<file path="src/rtl/cmdreg_pkg.sv">
package cmdreg_pkg;

    typedef enum logic [0:0] {
        CTL_IDLE = 1'b0,
        CTL_WAIT = 1'b1
    } ctl_state_t;

    localparam int DEF_ADDR_W = 2;
    localparam int DEF_DATA_W = 2;
    localparam int DEF_RSP_W  = 4;

    function automatic int cmd_width(input int addr_w, input int data_w);
        return 1 + addr_w + data_w;
    endfunction

endpackage

</file>
<file path="src/rtl/cmdreg_ctrl.sv">
module cmdreg_ctrl
    import cmdreg_pkg::*;
#(
    parameter int ADDR_W = DEF_ADDR_W,
    parameter int DATA_W = DEF_DATA_W,
    localparam int CMD_W = 1 + ADDR_W + DATA_W
) (
    input  logic              clk,
    input  logic              rst,
    input  logic              cmd_valid,
    input  logic [CMD_W-1:0]  cmd_word,
    input  logic              rsp_ready,
    output logic              cmd_ready,
    output logic              wr_en,
    output logic [ADDR_W-1:0] wr_addr,
    output logic [DATA_W-1:0] wr_data,
    output logic              rd_load,
    output logic [ADDR_W-1:0] rd_addr,
    output logic              rsp_done
);

    ctl_state_t state_q, state_d;
    logic       is_read;

    assign is_read = cmd_word[CMD_W-1];
    assign wr_addr = cmd_word[DATA_W +: ADDR_W];
    assign rd_addr = cmd_word[DATA_W +: ADDR_W];
    assign wr_data = cmd_word[DATA_W-1:0];

    always_comb begin
        state_d   = state_q;
        cmd_ready = 1'b0;
        wr_en     = 1'b0;
        rd_load   = 1'b0;
        rsp_done  = 1'b0;
        unique case (state_q)
            CTL_IDLE: begin
                cmd_ready = !is_read;
                wr_en     = cmd_valid && !is_read;
                rd_load   = cmd_valid && is_read;
                if (rd_load) state_d = CTL_WAIT;
            end
            CTL_WAIT: begin
                cmd_ready = rsp_ready;
                rsp_done  = rsp_ready;
                if (rsp_ready) state_d = CTL_IDLE;
            end
            default: state_d = CTL_IDLE;
        endcase
    end

    always_ff @(posedge clk) begin
        if (rst) state_q <= CTL_IDLE;
        else     state_q <= state_d;
    end

    // only one of the write and read-start strobes may fire in a cycle
    assert_single_op_R1: assert property (@(posedge clk) disable iff (rst)
        !(wr_en && rd_load));

    // a new read never starts while one is pending
    assert_one_inflight_R5: assert property (@(posedge clk) disable iff (rst)
        rd_load |=> !rd_load);

endmodule

</file>
<file path="src/rtl/cmdreg_store.sv">
module cmdreg_store #(
    parameter int ADDR_W = 2,
    parameter int DATA_W = 2,
    localparam int NREG  = 1 << ADDR_W,
    localparam int OBS_W = NREG * DATA_W
) (
    input  logic              clk,
    input  logic              rst,
    input  logic              wr_en,
    input  logic [ADDR_W-1:0] wr_addr,
    input  logic [DATA_W-1:0] wr_data,
    input  logic [ADDR_W-1:0] rd_addr,
    output logic [DATA_W-1:0] rd_data,
    output logic [OBS_W-1:0]  obs
);

    logic [DATA_W-1:0] regs [NREG];

    for (genvar g = 0; g < NREG; g++) begin : g_reg
        always_ff @(posedge clk) begin
            if (rst)
                regs[g] <= '0;
            else if (wr_en && (wr_addr == ADDR_W'(g)))
                regs[g] <= wr_data;
        end
        assign obs[g*DATA_W +: DATA_W] = regs[g];
    end

    assign rd_data = regs[rd_addr];

    // storage only moves on a write strobe
    assert_hold_no_write_R7: assert property (@(posedge clk) disable iff (rst)
        !wr_en |=> $stable(obs));

    // the written field carries the written data afterwards
    assert_write_lands_R2: assert property (@(posedge clk) disable iff (rst)
        wr_en |=> (obs[wr_addr_q*DATA_W +: DATA_W] == wr_data_q));

    logic [ADDR_W-1:0] wr_addr_q;
    logic [DATA_W-1:0] wr_data_q;
    always_ff @(posedge clk) begin
        wr_addr_q <= wr_addr;
        wr_data_q <= wr_data;
    end

endmodule

</file>
<file path="src/rtl/cmdreg_resp.sv">
module cmdreg_resp #(
    parameter int DATA_W = 2,
    parameter int RSP_W  = 4
) (
    input  logic              clk,
    input  logic              rst,
    input  logic              rd_load,
    input  logic [DATA_W-1:0] rd_data,
    input  logic              rsp_done,
    input  logic              rsp_ready,
    output logic              rsp_valid,
    output logic [RSP_W-1:0]  rsp_data
);

    always_ff @(posedge clk) begin
        if (rst) begin
            rsp_valid <= 1'b0;
            rsp_data  <= '0;
        end else if (rd_load) begin
            rsp_valid <= 1'b1;
            rsp_data  <= RSP_W'(rd_data);
        end else if (rsp_done) begin
            rsp_valid <= 1'b0;
            rsp_data  <= '0;
        end
    end

    assert_rsp_hold_R6: assert property (@(posedge clk) disable iff (rst)
        (rsp_valid && !rsp_ready) |=> (rsp_valid && $stable(rsp_data)));

    assert_idle_zero_R9: assert property (@(posedge clk) disable iff (rst)
        !rsp_valid |-> (rsp_data == '0));

endmodule

</file>
<file path="src/rtl/cmdreg_file.sv">
module cmdreg_file
    import cmdreg_pkg::*;
#(
    parameter int ADDR_W = DEF_ADDR_W,
    parameter int DATA_W = DEF_DATA_W,
    parameter int RSP_W  = DEF_RSP_W,
    localparam int CMD_W = 1 + ADDR_W + DATA_W,
    localparam int OBS_W = (1 << ADDR_W) * DATA_W
) (
    input  logic             clk,
    input  logic             rst,
    input  logic             cmd_valid,
    output logic             cmd_ready,
    input  logic [CMD_W-1:0] cmd_word,
    output logic             rsp_valid,
    input  logic             rsp_ready,
    output logic [RSP_W-1:0] rsp_data,
    output logic [OBS_W-1:0] obs
);

    logic              wr_en, rd_load, rsp_done;
    logic [ADDR_W-1:0] wr_addr, rd_addr;
    logic [DATA_W-1:0] wr_data, rd_data;

    cmdreg_ctrl #(.ADDR_W(ADDR_W), .DATA_W(DATA_W)) u_ctrl (
        .clk(clk), .rst(rst), .cmd_valid(cmd_valid), .cmd_word(cmd_word),
        .rsp_ready(rsp_ready), .cmd_ready(cmd_ready), .wr_en(wr_en),
        .wr_addr(wr_addr), .wr_data(wr_data), .rd_load(rd_load),
        .rd_addr(rd_addr), .rsp_done(rsp_done)
    );

    cmdreg_store #(.ADDR_W(ADDR_W), .DATA_W(DATA_W)) u_store (
        .clk(clk), .rst(rst), .wr_en(wr_en), .wr_addr(wr_addr),
        .wr_data(wr_data), .rd_addr(rd_addr), .rd_data(rd_data), .obs(obs)
    );

    cmdreg_resp #(.DATA_W(DATA_W), .RSP_W(RSP_W)) u_resp (
        .clk(clk), .rst(rst), .rd_load(rd_load), .rd_data(rd_data),
        .rsp_done(rsp_done), .rsp_ready(rsp_ready),
        .rsp_valid(rsp_valid), .rsp_data(rsp_data)
    );

    // a read handshake only happens together with the response handshake
    assert_read_ack_late_R5: assert property (@(posedge clk) disable iff (rst)
        (cmd_valid && cmd_ready && cmd_word[CMD_W-1]) |-> (rsp_valid && rsp_ready));

    // an accepted write never produces a response
    assert_write_silent_R3: assert property (@(posedge clk) disable iff (rst)
        (cmd_valid && cmd_ready && !cmd_word[CMD_W-1]) |=> !rsp_valid);

    // a response is always preceded by a read being presented
    assert_rsp_from_read_R4: assert property (@(posedge clk) disable iff (rst)
        $rose(rsp_valid) |-> $past(cmd_valid && cmd_word[CMD_W-1]));

    // with no command offered, no response starts
    assert_quiet_R10: assert property (@(posedge clk) disable iff (rst)
        (!cmd_valid && !rsp_valid) |=> !rsp_valid);

endmodule

</file>
<file path="config.mk">
export PLATFORM = sky130hd
export DESIGN_NAME = cmdreg_file
export DESIGN_NICKNAME = d
export VERILOG_FILES = /design/src/rtl/cmdreg_pkg.sv /design/src/rtl/cmdreg_ctrl.sv /design/src/rtl/cmdreg_store.sv /design/src/rtl/cmdreg_resp.sv /design/src/rtl/cmdreg_file.sv
export SDC_FILE = /design/constraint.sdc
export NUM_CORES = 1
export LEC_CHECK = 0
export CAP_MARGIN = 0
export CORE_AREA = 10 10 47 49
export CTS_BUF_LIST = sky130_fd_sc_hd__clkbuf_8 sky130_fd_sc_hd__clkbuf_16
export CTS_CLUSTER_SIZE = 16
export DETAILED_ROUTE_END_ITERATION = 8
export DIE_AREA = 0 0 57 59
export DONT_BUFFER_PORTS = 1
export GPL_TIMING_DRIVEN = 0
export PLACE_DENSITY = 0.66
export SYNTH_ARGS = -nofsm -noshare
export SYNTH_HDL_FRONTEND = slang
export SYNTH_SLANG_ARGS = --single-unit
</file>
<file path="constraint.sdc">
create_clock -name clk -period 1.55 [get_ports clk]
set_input_delay 0.2325 -clock clk [delete_from_list [all_inputs] [get_ports clk]]
set_output_delay 0.2325 -clock clk [all_outputs]
set_load 0.05 [all_outputs]
</file>
==> flow_summary.ini <==
[synthesis]
synth_top_area_share_pct = 34.5
yosys.area.top_type = edfxtp_1
synth_seq_area_share_pct = 46.0
synthDistinctLibCells = 23
syn_area_per_cell_sq_um = 12.6
ys_top_cells_by_area = edfxtp_1, dfxtp_1, nor3_2
syn_area_sq_um = 696
netlist_instances = 55
ys_ff_latch = 12
ys_warn_count = 0

[placed_design]
hpwlAfterDp_um = 1080
gp_congestion = 0.728
post_dp_cell_area_sq_um = 719
numPortBuffers = 0

[final_layout]
layout_common_cells = edfxtp_1, inv_1, nor3_2, a31o_2, dfxtp_1
drive_gt1_share_pct = 40.0
antenna_cells = 0
fin_area_sq_um = 776
final_common_cell = edfxtp_1
area_growth_pct = 11.5
nNetsFinal = 70

[timing]
finalSetupViolCount = 0
slew_violations = 0
final_hold_viol_count = 0
min_period_ps = 1480
tightest_slew_ps = 517
fin_tns_setup_ps = 0
finalCritPeriodShare_pct = 95.3
finalClockSkew_ps = 1.08
rsz0062_at_grt = no
relSlewSlack_pct = 65.5
fmax_ghz = 0.677

[setup_path]
crit_family = flip-flops
crit_type = reg -> reg
cpMaxStageDelayCell = edfxtp_1
worstSetupEndpointType = flop
regToRegStartpoint = u_store.regs[2][1]
worstPathRequired_ps = 1680
cp_num_buf_inv = 0
crit_path_cell_trace = mux4_2, a32o_1
cp-startpoint = u_store.regs[2][1]
cp_max_fo = 2
cpPeakStageDelay_ps = 620
startpoint_type = flop
arrival_ps = 1610

[global_route]
grt_max_degree = 11
grt_first_pass_wirelength_um = 2170
grt_antenna_before_repair = 0
grt_overflow = 0
grt_usage_pct = 8.32
grt_pass1_vias = 464

[outcome]
outcome = completed

[clocking]
cts_max_level = 1
cts.sinks = 12
cts-buffers-inserted = 3
postCtsSetupBuffers = 0
cts_tree = yes
cts_buffer_depth = 2
cts_root_buf = clkbuf_8
clk_pin_slew_ps = 50
insertion_delay_ps = 240
postCtsHoldBufs = 0
ctsResizeCount = 1

[route]
top_layer_used = met4
first_iter_violations = 13
route.met2.wl_um = 700
vias = 437
drt_first_pass_iters = 4
wl_per_cell_um = 17.6
drtAntennaViolNets = 0
routedLengthMet1_um = 462
viasPerCell = 5.75
wl_met3_um = 126
wirelength_um = 1340
drc = 0

[floorplan]
initial_core_util_pct = 49.6
dieArea_sq_um = 3360
die_y_um = 59
rows = 14
die_x_um = 57
io_pins = 23
design.core.area_sq_um = 1400

[worst_hold_path]
min_from = rsp_ready
hp-class = in -> reg

[power]
irDropWorstVdd_mv = 0.414
leakage_nw = 0.282
powerDensity_nw_per_um2 = 1050

[job]
maxCapViolCount = 0
==> final timing paths <==
| kind | end | slack (ps) | depth (start not counted) |
|---|---|---|---|
| min | u_resp.rsp_valid | 90 | 1 |
| min reg2reg | u_resp.rsp_valid | 600 | 1 |
| max | u_resp.rsp_data[1] | 70 | 2 |
| max reg2reg | u_resp.rsp_data[1] | 70 | 2 |
==> synth_stat cells <==
cell type  count
a31o_2         4
nor4bb_1       1
dfxtp_1        4
a21boi_0       1
nor4_4         2
mux4_2         2
conb_1         1
nor2b_1        2
nand2_1        2
nor3b_1        1
nand3b_1       1
buf_6          2
inv_1          6
nor3_2         6
a32o_1         2
a21oi_1        1
or4b_1         1
or2b_1         1
a221oi_1       1
buf_4          3
edfxtp_1       8
nand2b_1       2
buf_2          1
==> cell families (layout without fill, tap and decap cells) <==
| group | count (synthesis) | count (layout) | share of synthesized area [%] |
|---|---|---|---|
| other cells | 1 | 2 | 0.539 |
| simple gates | 19 | 19 | 25.5 |
| buf+inv | 12 | 16 | 10.4 |
| mux | 2 | 2 | 6.47 |
| flops | 12 | 12 | 46.0 |
| compound gates | 9 | 9 | 11.0 |
==> through the flow <==
step	setup slack (ps)	power, mW	hold WS [ps]	utilization (%)	instances
finish	72.7	0.816	94.6	55.4	76
global route	36.0	0.848	107	55.4	76
CTS	7.06	0.819	94.0	54.8	76
detailed placement	-46.5	0.534	345	51.3	72
global placement	-32.6	0.533	342	51.3	72
floorplan	34.7	0.518	338	-	56
==> final cells by class <==
type,count,area [sq um]
multi-input cells,32,318
plain buffers,6,50.0
well taps,16,20.0
clock buffers,3,41.3
inverters,6,22.5
clock inverters,1,3.75
fillers,137,626
flip-flops and latches,12,320
==> routing by layer <==
| metal | track usage (%) | vias to the layer above |
|---|---|---|
| li1 | - | 210 |
| met1 | 8.00 | 205 |
| met2 | 13.6 | 18 |
| met3 | 2.79 | 4 |
| met4 | 8.05 | 0 |
| met5 | 0 | - |
==> where the power goes <==
group	internal [mW]	total [mW]	leakage, nW	switching [mW]
logic	0.0410	0.105	0.144	0.0637
clock network	0.174	0.287	0.0231	0.112
registers	0.359	0.425	0.115	0.0654
==> registers in the layout, summed over array words and instances, names as in the netlist <==
register / cells
u_store.regs: 8
u_resp.rsp_data: 2
u_ctrl.state_q: 1
u_resp.rsp_valid: 1
Note: power is estimated with default switching activity, not from simulation.
